File: config.mk
export PLATFORM = sky130hd
export DESIGN_NAME = bcd_updown_digit
export DESIGN_NICKNAME = d
export VERILOG_FILES = /design/src/rtl/bcd_updown_pkg.sv /design/src/rtl/bcd_sync.sv /design/src/rtl/bcd_edge.sv /design/src/rtl/bcd_step_sel.sv /design/src/rtl/bcd_updown_digit.sv
export SDC_FILE = /design/constraint.sdc
export NUM_CORES = 1
export LEC_CHECK = 0
export ABC_AREA = 1
export BUFFER_PORTS_ARGS = -buffer_cell sky130_fd_sc_hd__buf_2
export CORE_AREA = 4 4 46 48
export CTS_CLUSTER_SIZE = 28
export DETAILED_ROUTE_END_ITERATION = 8
export DIE_AREA = 0 0 50 52
export GPL_ROUTABILITY_DRIVEN = 0
export PLACE_DENSITY = 0.55
export SLEW_MARGIN = 20
export SYNTH_ARGS = -nofsm -noshare
export SYNTH_HDL_FRONTEND = slang
export SYNTH_HIERARCHICAL = 1
export SYNTH_SLANG_ARGS = --single-unit
File: constraint.sdc
create_clock -name clk -period 1.57 [get_ports clk]
set_clock_uncertainty 0.05 [all_clocks]
set_input_delay 0.157 -clock clk [delete_from_list [all_inputs] [get_ports clk]]
set_output_delay 0.157 -clock clk [all_outputs]
set_load 0.01 [all_outputs]
File: src/rtl/bcd_updown_pkg.sv
package bcd_updown_pkg;

  localparam int DIGIT_W = 4;
  localparam logic [DIGIT_W-1:0] DIGIT_TOP = 4'd9;

  typedef logic [DIGIT_W-1:0] digit_t;

  typedef enum logic [1:0] {
    STEP_HOLD = 2'd0,
    STEP_INC  = 2'd1,
    STEP_DEC  = 2'd2
  } step_e;

  // Up step: 9 wraps to 0; 10..15 follow binary order, 15 rolls to 0.
  function automatic digit_t digit_inc(input digit_t v);
    if (v == DIGIT_TOP) return '0;
    return v + 1'b1;
  endfunction

  // Down step: 0 wraps to 9; everything else moves down by one.
  function automatic digit_t digit_dec(input digit_t v);
    if (v == '0) return DIGIT_TOP;
    return v - 1'b1;
  endfunction

endpackage

File: src/rtl/bcd_sync.sv
module bcd_sync #(
  parameter int   STAGES  = 2,
  parameter logic RST_VAL = 1'b1
) (
  input  logic clk,
  input  logic rst,
  input  logic d,
  output logic q
);

  logic [STAGES-1:0] chain;

  generate
    if (STAGES == 1) begin : g_single
      always_ff @(posedge clk) begin
        if (rst) chain <= RST_VAL;
        else     chain <= d;
      end
    end else begin : g_multi
      always_ff @(posedge clk) begin
        if (rst) chain <= {STAGES{RST_VAL}};
        else     chain <= {chain[STAGES-2:0], d};
      end
    end
  endgenerate

  assign q = chain[STAGES-1];

endmodule

File: src/rtl/bcd_edge.sv
module bcd_edge #(
  parameter logic RST_VAL = 1'b1
) (
  input  logic clk,
  input  logic rst,
  input  logic lvl,
  output logic rise,
  output logic lvl_d
);

  always_ff @(posedge clk) begin
    if (rst) lvl_d <= RST_VAL;
    else     lvl_d <= lvl;
  end

  assign rise = lvl & ~lvl_d;

endmodule

File: src/rtl/bcd_step_sel.sv
module bcd_step_sel
  import bcd_updown_pkg::*;
(
  input  logic  up_rise,
  input  logic  dn_rise,
  input  logic  up_lvl,
  input  logic  dn_lvl,
  output step_e step
);

  always_comb begin
    step = STEP_HOLD;
    if (up_rise && !dn_rise && dn_lvl)      step = STEP_INC;
    else if (dn_rise && !up_rise && up_lvl) step = STEP_DEC;
  end

endmodule

File: src/rtl/bcd_updown_digit.sv
module bcd_updown_digit
  import bcd_updown_pkg::*;
#(
  parameter int SYNC_STAGES = 2
) (
  input  logic               clk,
  input  logic               rst,
  input  logic               cnt_up,
  input  logic               cnt_dn,
  input  logic               clr,
  input  logic               load_n,
  input  logic [DIGIT_W-1:0] din,
  output logic [DIGIT_W-1:0] q,
  output logic               carry_n,
  output logic               borrow_n
);

  logic   up_s, dn_s;
  logic   up_rise, dn_rise;
  logic   up_d, dn_d;
  step_e  step;
  digit_t cnt_q;

  bcd_sync #(.STAGES(SYNC_STAGES), .RST_VAL(1'b1)) u_sync_up (
    .clk(clk), .rst(rst), .d(cnt_up), .q(up_s)
  );
  bcd_sync #(.STAGES(SYNC_STAGES), .RST_VAL(1'b1)) u_sync_dn (
    .clk(clk), .rst(rst), .d(cnt_dn), .q(dn_s)
  );

  bcd_edge #(.RST_VAL(1'b1)) u_edge_up (
    .clk(clk), .rst(rst), .lvl(up_s), .rise(up_rise), .lvl_d(up_d)
  );
  bcd_edge #(.RST_VAL(1'b1)) u_edge_dn (
    .clk(clk), .rst(rst), .lvl(dn_s), .rise(dn_rise), .lvl_d(dn_d)
  );

  bcd_step_sel u_step (
    .up_rise(up_rise), .dn_rise(dn_rise),
    .up_lvl(up_s), .dn_lvl(dn_s),
    .step(step)
  );

  always_ff @(posedge clk) begin
    if (rst)          cnt_q <= '0;
    else if (clr)     cnt_q <= '0;
    else if (!load_n) cnt_q <= din;
    else begin
      case (step)
        STEP_INC: cnt_q <= digit_inc(cnt_q);
        STEP_DEC: cnt_q <= digit_dec(cnt_q);
        default:  cnt_q <= cnt_q;
      endcase
    end
  end

  // Clear and load reach the output without waiting for a clock edge.
  always_comb begin
    if (clr)          q = '0;
    else if (!load_n) q = din;
    else              q = cnt_q;
  end

  // The delayed level switches on the same edge that applies the step.
  assign carry_n  = ~((q == DIGIT_TOP) && !up_d);
  assign borrow_n = ~((q == '0)        && !dn_d);

endmodule

==> results.tsv, run 1 <==
stage	metric	value	unit
outcome	status	finished clean	
routing	Via-to-Cell Ratio	4.50	
timing	final setup fails	0	
pwr	PD cells	771	nW/um^2
synth	Ys Warns	6	
synth	Synth Register Bits	10	
floorplanning	row count	15	
hold_path	cell count of the worst hold path	3	
routing	initial drt markers	11	
cells_and_area	Nets	141	
routing	Met2 Wirelength	683	um
cells_and_area	Inserted Diodes	0	
cts	CTS Hold Buffers Added	0	
floorplanning	Core Area	1710	sq um
routing	Pre-antenna DRT Iters	4	
floorplanning	die width	50	um
setup_path	reg2reg start	u_sync_dn/chain[1]$_SDFF_PP1_	
synth	synthesized instance count	112	
placed_design	hpwl dp	1220	um
setup_path	CP startpoint kind	register	
cts	CTS tree	done	
floorplanning	Initial Util	0.377	
pwr	Reg power frac	0.444	
cells_and_area	area occupied by registers	206	sq um
setup_path	CP Class	register to output pin	
global_route	initial antenna violation count	0	
cts	worst-case clock buffer depth	2	
routing	DRT Wirelength	1590	um
routing	via count	697	
timing	Final period util	0.926	
synth	register area share after synthesis	0.311	
timing	Final Hold Vio Count	0	
timing	relative slew slack	0.835	
setup_path	worst r2r path cells	8	
global_route	first-pass GRT wire length	2600	um
setup_path	reg-to-reg critical path endpoint	cnt_q[0]$_SDFFE_PP0P_	
timing	f_max	688	MHz
cts	CTS Root Cell	clkbuf_4	
hold_path	Hold Startpoint	cnt_up	
placed_design	IO buf count	15	
synth	syn_nets	122	
setup_path	Required @ worst endpoint	1.36	ns
timing	Max Slew Vio Count	0	
run	Max Cap Viol	0	
routing	met3 WL	100	um
pwr	peak supply drop	0.388	mV
routing	WL met1	800	um
setup_path	setup slack, reg-to-reg	0.15	ns
pwr	P_sw	0.000174	W
routing	highest metal used	met4	
placed_design	placed cells	151	
cts	clock slew seen by the registers of the worst setup and hold paths	0.07	ns
setup_path	crit path capture type	output pin	
floorplanning	die footprint	2600	sq um
cells_and_area	share of layout cells above drive strength 1	0.277	
setup_path	WP data arrival	1.25	ns
cells_and_area	fill cell count	206	
cells_and_area	footprint of the multi-input gates	363	sq um
routing	DR WL/cell	10.3	um
global_route	vias in the first global route	620	
cells_and_area	Area growth syn-to-layout	25.3	%
floorplanning	# IOs	16	
synth	Syn Std Cell Area	643	sq um
floorplanning	die height	52	um
cts	Worst-Skew Late Latency	0.27	ns
global_route	global route overflow	0	
cts	CTS Sinks	10	
pwr	Clk pwr share	0.378	
timing	worst setup margin	0.116	ns
hold_path	hold worst-path end	u_sync_up/chain[0]$_SDFF_PP1_	
pwr	Sw Ratio	0.281	
global_route	pin count of the biggest net entering global routing	10	
timing	post-layout min period	1.45	ns
pwr	leakage power	0.455	nW
synth	Unique masters post-synth	16	
setup_path	maximum fanout along the worst path	7	
cts	Num CTS Buffers	3	
routing	DRT antenna net count	0	
cells_and_area	final std cells w/o fill	155	
cts	htree depth	1	
pwr	cell-internal power	0.000447	W
synth	syn_area_per_cell	5.74	sq um
routing	drt drc	0	
pwr	power share of the combinational group	0.178	
timing	Slew @ Worst Pin	0.247	ns
hold_path	hold crit path type	primary input to register	
placed_design	Place WS	0.0917	ns
global_route	GRT Util Overall	0.134	
## repair_timing
action | in CTS | in global routing
gates resized for setup | 3 | 13
pin swaps | 0 | 2
endpoints found under the hold margin | 0 | 0
setup endpoints to repair | 3 | 7
setup buffers | 0 | 0
## critical path, cell delays in order (launching register included)
cell     delay, ns
dfxtp_2       0.39
inv_1         0.09
o21ai_1       0.19
nand2_1       0.10
nand4_1       0.08
buf_2         0.13
## power by group through the flow
stage / registers (W) / clock network, W / logic [W]
2_1_floorplan: 0.000278 / 0 / 0.0000732
3_3_place_gp: 0.000281 / 0 / 0.000102
3_5_place_dp: 0.000281 / 0 / 0.000104
4_1_cts: 0.000275 / 0.000246 / 0.000105
5_1_grt: 0.000277 / 0.000261 / 0.000127
6_report: 0.000276 / 0.000235 / 0.000111
## worst max-delay path by stage
stage	from	to	slack, ns	cells after the start
3_3_place_gp	u_sync_up/chain[1]$_SDFF_PP1_	cnt_q[1]$_SDFFE_PP0P_	0.13	11
5_1_grt	u_sync_dn/chain[1]$_SDFF_PP1_	cnt_q[0]$_SDFFE_PP0P_	-0.02	8
4_1_cts	cnt_q[1]$_SDFFE_PP0P_	borrow_n	0.02	5
3_5_place_dp	u_sync_up/chain[1]$_SDFF_PP1_	cnt_q[1]$_SDFFE_PP0P_	0.09	11
6_report	cnt_q[1]$_SDFFE_PP0P_	borrow_n	0.12	5
2_1_floorplan	u_sync_up/chain[1]$_SDFF_PP1_	cnt_q[1]$_SDFFE_PP0P_	0.30	11
## cell usage after synthesis
cell | n | area [sq um]
a21oi_1 | 4 | 20.0
inv_2 | 2 | 7.51
inv_1 | 22 | 82.6
a21oi_2 | 1 | 8.76
nor2_2 | 3 | 18.8
a31oi_1 | 1 | 6.26
dfxtp_1 | 10 | 200
nand4_1 | 2 | 12.5
nand3b_2 | 1 | 11.3
nand2_1 | 33 | 124
nor2_1 | 15 | 56.3
o21ai_0 | 8 | 40.0
buf_6 | 1 | 11.3
o21ai_1 | 2 | 10.0
clkinv_1 | 1 | 3.75
nand3_1 | 6 | 30.0
## metal layers
metal | track usage | vias to the layer above
met5 | 0 | -
met4 | 0.0553 | 0
met3 | 0.0458 | 2
met2 | 0.204 | 24
met1 | 0.170 | 297
li1 | - | 374
## final cells by class
type                       count  share of cell area
sequential                    10               0.256
timing repair buffer          15              0.0932
clock buffer                   4              0.0450
tap                           25              0.0388
inverter                      25               0.116
multi-input combinational     76               0.450
## sequential cells by signal (all words and copies together) (netlist names)
signal,count
cnt_q,4
u_edge_up/lvl_d,1
u_sync_dn/chain,2
u_edge_dn/lvl_d,1
u_sync_up/chain,2
## layout by cell type (no fill, tap or decap)
cell	instances
nand2_1	32
inv_1	19
buf_2	15
nor2_1	13
dfxtp_1	7
nand3_1	6
inv_2	5
o21ai_0	5
nor2_2	5
a21oi_1	4
o21ai_1	4
clkbuf_4	3
nand4_1	2
dfxtp_2	2
o21ai_2	1
nand2_4	1
a21oi_2	1
nand3b_4	1
clkinv_1	1
a31oi_1	1
clkbuf_8	1
dfxtp_4	1
## cells by family after synthesis
logic type             count (synthesis)  synth area share
AND/OR/NAND/NOR                       60             0.393
buffers and inverters                 26             0.163
AO/OA/AOI/OAI                         16             0.132
flip-flops                            10             0.311
## stage by stage
stage | total power, W | instance area, sq um | TNS [ns] | util | hold slack (ns)
6_report | 0.000621 | 806 | 0 | 0.472 | 0.00809
5_1_grt | 0.000665 | 806 | -0.0301 | 0.472 | 0.0129
4_1_cts | 0.000627 | 776 | 0 | 0.454 | 0.00157
3_5_place_dp | 0.000386 | 738 | 0 | 0.432 | 0.286
3_3_place_gp | 0.000382 | 738 | 0 | 0.432 | 0.276
2_1_floorplan | 0.000351 | 643 | 0 | - | 0.192
Note: power is estimated with default switching activity, not from simulation.
==> inputs of run 2 (changes only) <==
Settings changed: CORE_AREA 4 4 46 48 to 2 2 43 45, DIE_AREA 0 0 50 52 to 0 0 45 47, PLACE_DENSITY 0.55 to 0.56, SYNTH_HIERARCHICAL 1 to default.
==> results.tsv, run 2 <==
stage	metric	value	unit	change
outcome	status	finished clean		
cells_and_area	share of layout cells above drive strength 1	0.342		+0.0647
floorplanning	Initial Util	0.371		-0.00534
synth	synthesized instance count	100		-11%
timing	Worst Hold Slack	0.0288	ns	+0.0207 ns
synth	Synth area leader	dfxtp_1		
global_route	initial antenna violation count	0		unchanged
setup_path	WP data arrival	1.26	ns	about the same
cells_and_area	footprint of the multi-input gates	355	sq um	-2.1%
routing	initial drt markers	6		-5
floorplanning	# IOs	16		unchanged
cells_and_area	commonest non-fill, non-tap cell in the layout	nand2_1		
cells_and_area	Area growth syn-to-layout	24.3	%	
routing	met3 WL	52	um	-48%
routing	DRT Wirelength	1340	um	-16%
placed_design	placed cells	132		-13%
global_route	vias in the first global route	561		-9.5%
placed_design	IO buf count	15		unchanged
synth	Async SR Flop Fraction	0		unchanged
synth	syn_area_per_cell	6.13	sq um	+6.8%
timing	worst setup margin	0.101	ns	-0.0142 ns
synth	Post-synth EDFFs	0		unchanged
pwr	peak supply drop	0.468	mV	+21%
global_route	pin count of the biggest net entering global routing	9		-1
routing	DR WL/cell	9.74	um	-5.1%
cts	worst-case clock buffer depth	2		unchanged
synth	Syn Std Cell Area	613	sq um	-4.7%
floorplanning	die width	45	um	-10%
synth	Unique masters post-synth	16		unchanged
timing	RSZ-0062 raised after global routing	no		
timing	post-layout min period	1.47	ns	+0.0142 ns
hold_path	hold crit path type	primary input to register		
routing	Via-to-Cell Ratio	4.91		+9.2%
cells_and_area	area occupied by registers	206	sq um	unchanged
timing	Final period util	0.935		+0.00902
cells_and_area	Reg with most FFs	cnt_q		
cts	CTS Root Cell	clkbuf_4		
cts	htree depth	1		unchanged
cts	CTS tree	done		
cells_and_area	Inserted Diodes	0		unchanged
cells_and_area	largest registers	cnt_q (4), u_sync_dn.chain (2), u_sync_up.chain (2)		
floorplanning	die height	47	um	-9.6%
cts	Worst-Skew Late Latency	0.26	ns	about the same
setup_path	maximum fanout along the worst path	8		+1
cells_and_area	final std cells w/o fill	137		-12%
floorplanning	Core Area	1650	sq um	-3.3%
timing	final setup fails	0		unchanged
timing	Max Slew Vio Count	0		unchanged
setup_path	Required @ worst endpoint	1.36	ns	about the same
synth	Synth Register Bits	10		unchanged
cts	CTS Sinks	10		unchanged
pwr	PD cells	794	nW/um^2	+3.0%
run	Max Cap Viol	0		unchanged
timing	Slew @ Worst Pin	0.291	ns	+0.0439 ns
timing	relative slew slack	0.805		-0.0293
routing	highest metal used	met4		
timing	Final Hold Vio Count	0		unchanged
global_route	first-pass GRT wire length	2240	um	-14%
routing	drt drc	0		unchanged
routing	Met2 Wirelength	602	um	-12%
synth	top cells by area, synth	dfxtp_1 (33%), nand2_1 (18%), nand3_1 (11%)		
cells_and_area	fill cell count	188		-8.7%
cts	Num CTS Buffers	3		unchanged
routing	via count	673		-3.4%
setup_path	crit path capture type	output pin		
timing	setup TNS	0	ns	unchanged
global_route	global route overflow	0		unchanged
global_route	GRT Util Overall	0.147		+0.0133
synth	Ys Warns	0		-6
synth	register area share after synthesis	0.327		+0.0152
routing	WL met1	662	um	-17%
timing	f_max	681	MHz	-0.96%
cts	clock slew seen by the registers of the worst setup and hold paths	0.06	ns	about the same
floorplanning	die footprint	2120	sq um	-19%
setup_path	CP startpoint kind	register		
routing	Pre-antenna DRT Iters	4		unchanged
synth	most frequent cell after synthesis	nand2_1		
synth	syn_nets	110		-9.8%
placed_design	Place WS	0.203	ns	+0.112 ns
pwr	leakage power	0.425	nW	-6.5%
routing	DRT antenna net count	0		unchanged
synth	Commonest cells post-synth	nand2_1 (29), inv_1 (13), nand3_1 (13)		
placed_design	hpwl dp	1100	um	-9.5%
cells_and_area	Largest register FFs	4		unchanged
cells_and_area	Nets	131		-7.1%
floorplanning	row count	15		unchanged
setup_path	CP Class	register to output pin		
synth	top_reg_cell synth	dfxtp_1		
cells_and_area	most frequent cells in the layout	nand2_1 (28), buf_2 (15), nand3_1 (13), inv_1 (11)		
synth	share of the synthesized area in the top cell type	0.327		+0.0152
run 2: cell families (layout without fill, tap and decap cells):
logic type	Yosys count	count (layout)	synth area share
AO/OA/AOI/OAI	12	12	0.110
AND/OR/NAND/NOR	62	62	0.465
flip-flops	10	10	0.327
buffers and inverters	16	36	0.0980
run 2: area by class of cell:
cell class                 instances  area share
multi-input combinational         74       0.466
sequential                        10       0.271
timing repair buffer              16       0.108
inverter                          16      0.0788
clock buffer                       4      0.0476
tap                               17      0.0279
run 2: report_power, final:
group	switching [W]	internal, W	leakage, nW	total (W)
clock network	0.0000827	0.000141	0.0210	0.000223
registers	0.0000103	0.000264	0.0838	0.000275
logic	0.0000632	0.0000437	0.320	0.000107
run 2: final timing paths:
| path | cells past startpoint | slack, ns | from | to |
|---|---|---|---|---|
| setup / recovery | 7 | 0.10 | cnt_q[2]$_SDFFE_PP0P_ | borrow_n |
| hold / removal | 2 | 0.03 | cnt_up | u_sync_up.chain[0]$_SDFF_PP1_ |
| hold reg to reg | 1 | 0.36 | u_sync_up.chain[0]$_SDFF_PP1_ | u_sync_up.chain[1]$_SDFF_PP1_ |
| setup reg to reg | 6 | 0.37 | u_sync_up.chain[1]$_SDFF_PP1_ | cnt_q[3]$_SDFFE_PP0P_ |
run 2: per-layer routing:
metal  vias up  track usage
met1       297        0.204
met4         0        0.106
met5         -            0
met2        16        0.214
met3         2       0.0115
li1        358            -
run 2: critical path, cell delays in order (launching register included):
cell and delay [ns]:
dfxtp_2 0.34, inv_2 0.12, o21ai_2 0.08, nand2_2 0.07, inv_2 0.04, nor3_2 0.14
nand3_1 0.07, buf_2 0.14
run 2: repair_timing:
item | CTS | global route
setup buffers | 0 | 1
pin swaps | 0 | 3
hold buffers | 0 | 0
resized for setup | 2 | 7
setup endpoints to repair | 1 | 3
run 2: per-stage QoR:
step / power (W) / cell area [sq um] / util
CTS: 0.000610 / 749 / 0.454
floorplan: 0.000348 / 613 / -
detailed placement: 0.000383 / 709 / 0.430
global route: 0.000639 / 762 / 0.461
finish: 0.000605 / 762 / 0.461
global placement: 0.000383 / 709 / 0.430
